[src/rtl/gate_fetch_pkg.sv]
package gate_fetch_pkg;

    typedef enum logic [2:0] {
        ST_IDLE,
        ST_EVAL,
        ST_ISSUE,
        ST_WAIT,
        ST_DONE
    } fetch_state_e;

    typedef enum logic [1:0] {
        RES_GATE,
        RES_GP,
        RES_NP
    } res_kind_e;

endpackage

[src/rtl/gate_tbl_reg.sv]
module gate_tbl_reg #(
    parameter int ADDR_W = 32,
    parameter int LIM_W  = 16,
    parameter int CPL_W  = 2
) (
    input  logic              clk,
    input  logic              rst_n,
    input  logic [CPL_W-1:0]  cpl,
    input  logic              ld_req,
    input  logic [ADDR_W-1:0] ld_base,
    input  logic [LIM_W-1:0]  ld_limit,
    input  logic              rd_req,
    output logic [ADDR_W-1:0] tbl_base,
    output logic [LIM_W-1:0]  tbl_limit,
    output logic              ld_fault,
    output logic              rd_valid,
    output logic [ADDR_W-1:0] rd_base,
    output logic [LIM_W-1:0]  rd_limit
);

    logic priv_ok;

    // Writes are allowed only at the most privileged level.
    assign priv_ok = (cpl == '0);

    always_ff @(posedge clk) begin
        if (!rst_n) begin
            tbl_base  <= '0;
            tbl_limit <= '0;
            ld_fault  <= 1'b0;
        end else begin
            ld_fault <= ld_req && !priv_ok;
            if (ld_req && priv_ok) begin
                tbl_base  <= ld_base;
                tbl_limit <= ld_limit;
            end
        end
    end

    // Read-back is open at every privilege level.
    always_ff @(posedge clk) begin
        if (!rst_n) begin
            rd_valid <= 1'b0;
            rd_base  <= '0;
            rd_limit <= '0;
        end else begin
            rd_valid <= rd_req;
            if (rd_req) begin
                rd_base  <= tbl_base;
                rd_limit <= tbl_limit;
            end
        end
    end

endmodule

[src/rtl/gate_bounds_chk.sv]
module gate_bounds_chk #(
    parameter int ADDR_W      = 32,
    parameter int LIM_W       = 16,
    parameter int VEC_W       = 8,
    parameter int ENTRY_SHIFT = 3
) (
    input  logic [VEC_W-1:0]  vec,
    input  logic [ADDR_W-1:0] base,
    input  logic [LIM_W-1:0]  limit,
    output logic              in_bounds,
    output logic [ADDR_W-1:0] desc_addr
);

    localparam int OFF_W       = VEC_W + ENTRY_SHIFT;
    localparam int CMP_W       = ((OFF_W > LIM_W) ? OFF_W : LIM_W) + 1;
    localparam int ENTRY_BYTES = 1 << ENTRY_SHIFT;

    logic [CMP_W-1:0]  first_byte;
    logic [CMP_W-1:0]  last_byte;
    logic [CMP_W-1:0]  lim_wide;
    logic [ADDR_W-1:0] off_addr;

    // The widened compare keeps the sum of offset and entry size from wrapping.
    always_comb begin
        first_byte = {{(CMP_W-VEC_W){1'b0}}, vec} << ENTRY_SHIFT;
        last_byte  = first_byte + CMP_W'(ENTRY_BYTES - 1);
        lim_wide   = {{(CMP_W-LIM_W){1'b0}}, limit};
        in_bounds  = (last_byte <= lim_wide);
        off_addr   = {{(ADDR_W-VEC_W){1'b0}}, vec} << ENTRY_SHIFT;
        desc_addr  = base + off_addr;
    end

endmodule

[src/rtl/gate_fetch_fsm.sv]
module gate_fetch_fsm
    import gate_fetch_pkg::*;
#(
    parameter int ADDR_W      = 32,
    parameter int VEC_W       = 8,
    parameter int DESC_W      = 64,
    parameter int PRESENT_BIT = 47
) (
    input  logic              clk,
    input  logic              rst_n,
    input  logic              vec_valid,
    input  logic [VEC_W-1:0]  vec,
    output logic              vec_ready,
    output logic [VEC_W-1:0]  cur_vec,
    input  logic              in_bounds,
    input  logic [ADDR_W-1:0] desc_addr,
    output logic              mem_req_valid,
    output logic [ADDR_W-1:0] mem_req_addr,
    input  logic              mem_req_ready,
    input  logic              mem_rsp_valid,
    input  logic [DESC_W-1:0] mem_rsp_data,
    output logic              res_valid,
    output logic [DESC_W-1:0] res_desc,
    output logic              res_gp_fault,
    output logic              res_np_fault,
    output logic [VEC_W-1:0]  res_vec
);

    fetch_state_e      state_q, state_d;
    res_kind_e         kind_q;
    logic [ADDR_W-1:0] addr_q;
    logic [DESC_W-1:0] desc_q;
    logic [VEC_W-1:0]  vec_q;

    // State register.
    always_ff @(posedge clk) begin
        if (!rst_n) state_q <= ST_IDLE;
        else        state_q <= state_d;
    end

    // Next-state logic.
    always_comb begin
        state_d = state_q;
        unique case (state_q)
            ST_IDLE:  if (vec_valid)     state_d = ST_EVAL;
            ST_EVAL:  state_d = in_bounds ? ST_ISSUE : ST_DONE;
            ST_ISSUE: if (mem_req_ready) state_d = ST_WAIT;
            ST_WAIT:  if (mem_rsp_valid) state_d = ST_DONE;
            ST_DONE:  state_d = ST_IDLE;
            default:  state_d = ST_IDLE;
        endcase
    end

    // Datapath capture.
    always_ff @(posedge clk) begin
        if (!rst_n) begin
            kind_q <= RES_GATE;
            addr_q <= '0;
            desc_q <= '0;
            vec_q  <= '0;
        end else begin
            unique case (state_q)
                ST_IDLE: begin
                    if (vec_valid) begin
                        vec_q  <= vec;
                        desc_q <= '0;
                        kind_q <= RES_GATE;
                    end
                end
                ST_EVAL: begin
                    if (in_bounds) addr_q <= desc_addr;
                    else           kind_q <= RES_GP;
                end
                ST_WAIT: begin
                    if (mem_rsp_valid) begin
                        if (mem_rsp_data[PRESENT_BIT]) begin
                            desc_q <= mem_rsp_data;
                            kind_q <= RES_GATE;
                        end else begin
                            kind_q <= RES_NP;
                        end
                    end
                end
                default: ;
            endcase
        end
    end

    // Outputs.
    always_comb begin
        vec_ready     = 1'b0;
        mem_req_valid = 1'b0;
        res_valid     = 1'b0;
        res_gp_fault  = 1'b0;
        res_np_fault  = 1'b0;
        res_desc      = '0;
        unique case (state_q)
            ST_IDLE:  vec_ready = 1'b1;
            ST_EVAL:  ;
            ST_ISSUE: mem_req_valid = 1'b1;
            ST_WAIT:  ;
            ST_DONE: begin
                res_valid    = 1'b1;
                res_gp_fault = (kind_q == RES_GP);
                res_np_fault = (kind_q == RES_NP);
                res_desc     = (kind_q == RES_GATE) ? desc_q : '0;
            end
            default: ;
        endcase
    end

    assign cur_vec      = vec_q;
    assign res_vec      = vec_q;
    assign mem_req_addr = addr_q;

endmodule

[src/rtl/gate_fetch_unit.sv]
module gate_fetch_unit #(
    parameter int ADDR_W      = 32,
    parameter int LIM_W       = 16,
    parameter int VEC_W       = 8,
    parameter int CPL_W       = 2,
    parameter int DESC_W      = 64,
    parameter int PRESENT_BIT = 47
) (
    input  logic              clk,
    input  logic              rst_n,
    input  logic [CPL_W-1:0]  cpl,
    input  logic              ld_req,
    input  logic [ADDR_W-1:0] ld_base,
    input  logic [LIM_W-1:0]  ld_limit,
    output logic              ld_fault,
    input  logic              rd_req,
    output logic              rd_valid,
    output logic [ADDR_W-1:0] rd_base,
    output logic [LIM_W-1:0]  rd_limit,
    input  logic              vec_valid,
    input  logic [VEC_W-1:0]  vec,
    output logic              vec_ready,
    output logic              mem_req_valid,
    output logic [ADDR_W-1:0] mem_req_addr,
    input  logic              mem_req_ready,
    input  logic              mem_rsp_valid,
    input  logic [DESC_W-1:0] mem_rsp_data,
    output logic              res_valid,
    output logic [DESC_W-1:0] res_desc,
    output logic              res_gp_fault,
    output logic              res_np_fault,
    output logic [VEC_W-1:0]  res_vec
);

    localparam int ENTRY_SHIFT = $clog2(DESC_W / 8);

    logic [ADDR_W-1:0] tbl_base;
    logic [LIM_W-1:0]  tbl_limit;
    logic [VEC_W-1:0]  cur_vec;
    logic              in_bounds;
    logic [ADDR_W-1:0] desc_addr;

    gate_tbl_reg #(
        .ADDR_W (ADDR_W),
        .LIM_W  (LIM_W),
        .CPL_W  (CPL_W)
    ) u_tbl (
        .clk       (clk),
        .rst_n     (rst_n),
        .cpl       (cpl),
        .ld_req    (ld_req),
        .ld_base   (ld_base),
        .ld_limit  (ld_limit),
        .rd_req    (rd_req),
        .tbl_base  (tbl_base),
        .tbl_limit (tbl_limit),
        .ld_fault  (ld_fault),
        .rd_valid  (rd_valid),
        .rd_base   (rd_base),
        .rd_limit  (rd_limit)
    );

    gate_bounds_chk #(
        .ADDR_W      (ADDR_W),
        .LIM_W       (LIM_W),
        .VEC_W       (VEC_W),
        .ENTRY_SHIFT (ENTRY_SHIFT)
    ) u_bounds (
        .vec       (cur_vec),
        .base      (tbl_base),
        .limit     (tbl_limit),
        .in_bounds (in_bounds),
        .desc_addr (desc_addr)
    );

    gate_fetch_fsm #(
        .ADDR_W      (ADDR_W),
        .VEC_W       (VEC_W),
        .DESC_W      (DESC_W),
        .PRESENT_BIT (PRESENT_BIT)
    ) u_fsm (
        .clk           (clk),
        .rst_n         (rst_n),
        .vec_valid     (vec_valid),
        .vec           (vec),
        .vec_ready     (vec_ready),
        .cur_vec       (cur_vec),
        .in_bounds     (in_bounds),
        .desc_addr     (desc_addr),
        .mem_req_valid (mem_req_valid),
        .mem_req_addr  (mem_req_addr),
        .mem_req_ready (mem_req_ready),
        .mem_rsp_valid (mem_rsp_valid),
        .mem_rsp_data  (mem_rsp_data),
        .res_valid     (res_valid),
        .res_desc      (res_desc),
        .res_gp_fault  (res_gp_fault),
        .res_np_fault  (res_np_fault),
        .res_vec       (res_vec)
    );

endmodule

[config.mk]
export PLATFORM = sky130hd
export DESIGN_NAME = gate_fetch_unit
export DESIGN_NICKNAME = d
export VERILOG_FILES = /design/src/rtl/gate_fetch_pkg.sv /design/src/rtl/gate_tbl_reg.sv /design/src/rtl/gate_bounds_chk.sv /design/src/rtl/gate_fetch_fsm.sv /design/src/rtl/gate_fetch_unit.sv
export SDC_FILE = /design/constraint.sdc
export NUM_CORES = 1
export LEC_CHECK = 0
export ABC_AREA = 1
export BUFFER_PORTS_ARGS = -buffer_cell sky130_fd_sc_hd__buf_2
export CORE_MARGIN = 3
export CORE_UTILIZATION = 35
export DETAILED_ROUTE_END_ITERATION = 8
export GPL_ROUTABILITY_DRIVEN = 1
export PLACE_DENSITY = 0.68
export REMOVE_ABC_BUFFERS = 1
export SYNTH_ARGS = -nofsm -noshare
export SYNTH_HDL_FRONTEND = slang
export SYNTH_SLANG_ARGS = --single-unit
[constraint.sdc]
create_clock -name clk -period 1.9 [get_ports clk]
set_input_delay 0.095 -clock clk [delete_from_list [all_inputs] [get_ports clk]]
set_output_delay 0.095 -clock clk [all_outputs]
set_load 0.02 [all_outputs]
* After elaboration in Yosys (flattened, before gate mapping) *
Cells that the tools add are included.

word-level totals
  register bits after elaboration = 207
  output and inout port bits = 159
  word-level logic and storage cells = 59

cells by class
  add/subtract/negate cells = 2
  magnitude comparators = 1
  eq/ne operators = 11
  mux-type cells = 21
  reduce and logical (&&, ||, !) cells = 13

operator list
  cell                                                 number
  two-way mux 64 bit                                   5
  case mux 64 bit (2 select lines)                     1
  adder 32 x 11 -> 32 bit                              1
  <= comparator 17 x 16 -> 1 bit                       1
  adder 11 x 3 -> 12 bit, second input constant        1
  two-way mux 3 bit                                    4
  case mux 3 bit (4 select lines)                      1
  inequality test 2 bit, second input constant         5
  two-way mux 2 bit                                    4
  AND reduction 4 bit                                  2
  equality test 3 x 2 -> 1 bit, second input constant  2
  case mux 2 bit (3 select lines)                      1
  two-way mux 1 bit                                    5
  zero test 2 bit                                      2
  AND reduction 2 bit                                  2
  equality test 3 x 1 -> 1 bit, second input constant  1
  equality test 3 bit, second input constant           1
  zero test 3 bit                                      1
  AND reduction 3 bit                                  1
  nonzero test 3 bit                                   1
  equality test 2 x 1 -> 1 bit, second input constant  1
  equality test 2 bit, second input constant           1
  logical AND 1 bit                                    2
  nonzero test 2 bit                                   1
  zero test 1 bit                                      1

* Logic depth before layout (Yosys ltp) *
  depth after elaboration = 4
  mapped depth = 15
  depth with buffers taken out = 15

* Hierarchy *
Synthesis repeated with hierarchy kept, for this count alone.

unflattened totals
  cell total of the unflattened synthesis = 1636
  area, all modules = 10543.9 µm²

by module, submodules not included
  module           times used  cells each  area each (µm²)
  gate_fetch_fsm   1           802         5191.2
  gate_tbl_reg     1           530         3823.7
  gate_bounds_chk  1           304         1529.0

* Least setup slack after synthesis *
No wires, ideal clock.

  kind = reg2reg
  start = register u_fsm.vec_q[0], in the netlist u_fsm.cur_vec[0]
  end = register u_fsm.addr_q[29], in the netlist u_fsm.mem_req_addr[29]
  arrival = 1.970 ns
  required time = 1.784 ns
  slack = -0.186 ns
  cell stages (with the launch flop) = 16
  path buffers = 0
  period minus slack after synthesis = 2.086 ns
  cells stage by stage = dfxtp_1 > ha_1 > inv_1 > fa_1 > inv_1 > nand3_1 > nand2_1 > nand2_1 > nand2_1 > nand2_1 > nand2_1 > nand2_1 > nand2_1 > nand2_1 > nor2_1 > nor2_1

between the ends
  longest elaborated chain between the ends = 3
  elaborated cells between the ends (all ways) = 4

ends and longest elaborated chain
  item                                  line                   RTL
  from (decl)                           gate_fetch_fsm.sv:33   logic [VEC_W-1:0] vec_q;
  from (signal assigned)                gate_fetch_fsm.sv:65   vec_q <= vec;
  adder 11 x 3 -> 12 bit                gate_bounds_chk.sv:26  last_byte = first_byte + CMP_W'(ENTRY_BYTES - 1);
  <= comparator 17 x 16 -> 1 bit        gate_bounds_chk.sv:28  in_bounds = (last_byte <= lim_wide);
  AND reduction 2 bit (no source line)  --
  to (signal assigned)                  gate_fetch_fsm.sv:71   if (in_bounds) addr_q <= desc_addr;
  to (decl)                             gate_fetch_fsm.sv:31   logic [ADDR_W-1:0] addr_q;

Several ways; a longest one is shown, not always the timed one.
A chain may end at the register's enable or synchronous reset.

* Final worst setup path *
  start = register u_fsm.state_q[1]
  end = output port res_desc[12]

between the ends
  longest elaborated chain between the ends = 2

ends and longest elaborated chain
  item                    line                   RTL
  from (decl)             gate_fetch_fsm.sv:29   fetch_state_e state_q, state_d;
  from (signal assigned)  gate_fetch_fsm.sv:38   else state_q <= state_d;
  equality test 3 bit     gate_fetch_fsm.sv:97   unique case (state_q)
  two-way mux 64 bit      gate_fetch_fsm.sv:97
  to (decl)               gate_fetch_unit.sv:29  output logic [DESC_W-1:0] res_desc,

Every way passes these cells.

==> out/metrics.cfg <==
[worst_setup_path]
path_common_cell = buf_6
crit_arrival_ns = 1.86
timing.rr.end = u_fsm.mem_req_addr[15]
cp-start-kind = flop
crit_chain = nor3_4 > buf_6 > clkbuf_16 > nand2_4 > nor2_4 > buf_6
r2r_slack_ns = -0.04
ff2ff_path_depth = 12
worst-path-max-fanout = 8
regToRegStartpoint = u_tbl.tbl_limit[9]
required_ns = 1.80
crit_type = flop to primary output
max_stage_delay_ns = 0.36
cp_slowest_cell = dfxtp_4
endpoint_kind = primary output
crit_start = u_fsm.state_q[1]

[sta]
worst_pin_slew_ns = 0.701
period_share_pct = 103
slew_headroom_pct = 53.2
clock.fmax_mhz = 511
slew_violations = 0
fin_ws_ns = -0.0564
post-route-min-period_ns = 1.96
setup_tns_ns = -0.796
finClkSkew_ns = 0.0277
hold_ws_ns = 0.116
hold_viol_final = 0
setup_viol = 37
rsz0062_at_grt = yes

[min_path]
hp-class = input pin to flop
holdCritStartpoint = cpl[1]
holdPathStages = 4
min_to = u_tbl.tbl_limit[10]

[synthesis]
muxShareOfSynthArea_pct = 0
synth_top_family_by_area = simple AND/OR/NAND/NOR gates
synthSimpleGateAreaFrac_pct = 29.6
ys_seq_area_share_pct = 43.5
synthAdderAreaFrac_pct = 2.31
yosys.area_share.xor_xnor_pct = 1.10
yosys_register_bits = 207
yosysWarnings = 0
synth_compound_area_share_pct = 16.2
syn_inst = 1293
postSynthAreaPerCell_sq_um = 7.36
syn_area_sq_um = 9520
synth_cell_type_count = 33

[global_routing]
track_usage_pct = 21.6
grt_pass1_wl_microns = 52200
grt-ovfl-total = 0
antenna_found_initial = 1
grt_max_degree = 82
grt_pass1_vias = 10300

[power_and_ir_drop]
peakVddDrop_uv = 746
powerDensity_nw_per_um2 = 1010
leakage_nw = 6.72

[cts]
cts.sinks = 207
clk_pin_slew_ns = 0.06
htree_levels = 1
numCtsBuffers = 24
cts_tree = done
clockRootBuffer = clkbuf_16
clock_path_buffers = 3
worstSkewPairLatency_ns = 0.53

[floorplan]
io_pins = 288
die_h_microns = 171
rows = 59
chipWidth_microns = 171
core_region_area_sq_um = 26400
initial_core_util_pct = 36.0
fp.dieArea_sq_um = 29200

[layout]
final_cell_mix = buf_2, nand2_1, dfxtp_1
final_nets = 1889
layout-drive-gt1-share_pct = 37.3
fillerInstances = 2262
area_growth_pct = 58.6
multi_input_area_sq_um = 5370
layout_commonest_cell = buf_2
ff_latch_area_sq_um = 4170

[routing]
drc = 0
drt_iter0_drc = 870
dr_total_vias = 11000
avgRoutedWirePerCell_microns = 18.1
dr.pass1.iters = 5
drt_wl_total_microns = 38000
ant_nets = 0
viasPerCell = 5.23

[outcome]
violations = negative setup slack
outcome = complete, but fails checks

[place]
gp_routability_congestion = 0.892
dp_hpwl_microns = 21500
port_buffers = 287

[flow_run]
cap_violations = 0

-- flip-flops by register name, summed over array words and instances, names as in the netlist --
signal              count
u_tbl.tbl_limit        16
u_tbl.tbl_base         32
u_tbl.rd_base          32
u_fsm.mem_req_addr     32
u_fsm.cur_vec           8
u_tbl.rd_limit         16
u_tbl.rd_valid          1
u_fsm.kind_q            2
u_fsm.state_q           3
u_fsm.desc_q           64
u_tbl.ld_fault          1
-- per-layer routing --
metal  global-route usage, %  part of all wire (%)
met5                       0                     0
met4                    8.33                   4.6
met3                    4.23                   8.1
met2                    35.8                    47
met1                    27.8                    40
-- report_power, final --
part | internal (W) | switching (W)
Combinational | 0.00211 | 0.00327
Sequential | 0.00476 | 0.000351
Clock | 0.00288 | 0.00192
Total | 0.00975 | 0.00554
-- how the worst max path moves through the flow --
stage / cells past startpoint / endpoint
6_report: 6 / res_desc[12]
5_1_grt: 12 / u_fsm.mem_req_addr[11]
4_1_cts: 11 / u_fsm.mem_req_addr[19]
3_5_place_dp: 12 / u_fsm.mem_req_addr[19]
3_3_place_gp: 15 / u_fsm.mem_req_addr[17]
2_1_floorplan: 3 / res_gp_fault
-- worst max-delay path: cells and delay by family, from the launching register on --
kind                   cells  cell delay [ns]
flip-flops                 1             0.36
AND/OR/NAND/NOR            3             0.42
buffers and inverters      3             0.57
-- cell usage after synthesis --
cell type,instances,area share [%]
nand3b_1,1,0.079
xor2_1,11,1.0
buf_6,7,0.83
nand3_1,42,2.2
nor3_1,15,0.79
nand3_2,59,6.2
nor2_4,3,0.35
inv_2,5,0.20
clkbuf_1,54,2.1
nor2_2,1,0.066
and3_1,1,0.066
buf_4,2,0.16
a21oi_1,135,7.1
nand2_1,263,10
a21boi_2,1,0.12
clkbuf_2,1,0.053
nand4_1,11,0.72
xnor2_1,1,0.092
nor2_1,217,8.6
ha_1,16,2.1
o211ai_1,1,0.079
buf_8,4,0.63
or2_1,2,0.13
fa_1,1,0.21
nand2_2,1,0.066
buf_2,10,0.53
buf_1,3,0.12
a21oi_2,20,1.8
clkinv_4,1,0.092
o21ai_2,1,0.092
dfxtp_1,207,44
inv_1,64,2.5
o21ai_0,132,6.9
-- through the flow --
| step | area, sq um | setup WS (ns) | std cells | utilization (%) | power [W] |
|---|---|---|---|---|---|
| finish | 15100 | -0.0564 | 2098 | 57.1 | 0.0153 |
| global route | 15100 | -0.164 | 2097 | 57.1 | 0.0159 |
| CTS | 13900 | -0.0139 | 2073 | 52.5 | 0.0140 |
| detailed placement | 11600 | -0.178 | 1893 | 43.8 | 0.00895 |
| global placement | 11600 | -0.121 | 1893 | 43.8 | 0.00891 |
| floorplan | 9090 | -2.96 | 1212 | - | 0.00718 |
-- layout make-up --
cell class              instances  share of cell area [%]
multi-input cells             935                    35.6
flip-flops and latches        207                    27.6
repair buffers                505                    26.7
clock buffers                  35                    4.99
well taps                     335                    2.78
inverters                      70                    1.79
clock inverters                 9                   0.522
diodes                          2                  0.0332
-- timing repair --
item	4_1_cts	5_1_grt
hold buffers	132	0
resized for setup	36	257
pin swaps	4	64
hold endpoints to repair	130	0
setup endpoints to repair	50	109
gates cloned	1	16
setup buffers	3	7
-- cells by family after synthesis --
kind of cell / count (synthesis)
xor+xnor: 12
compound gates: 290
buf+inv: 151
flops: 207
fa+ha+maj: 17
simple gates: 616
Power figures use the tool's default switching activity.
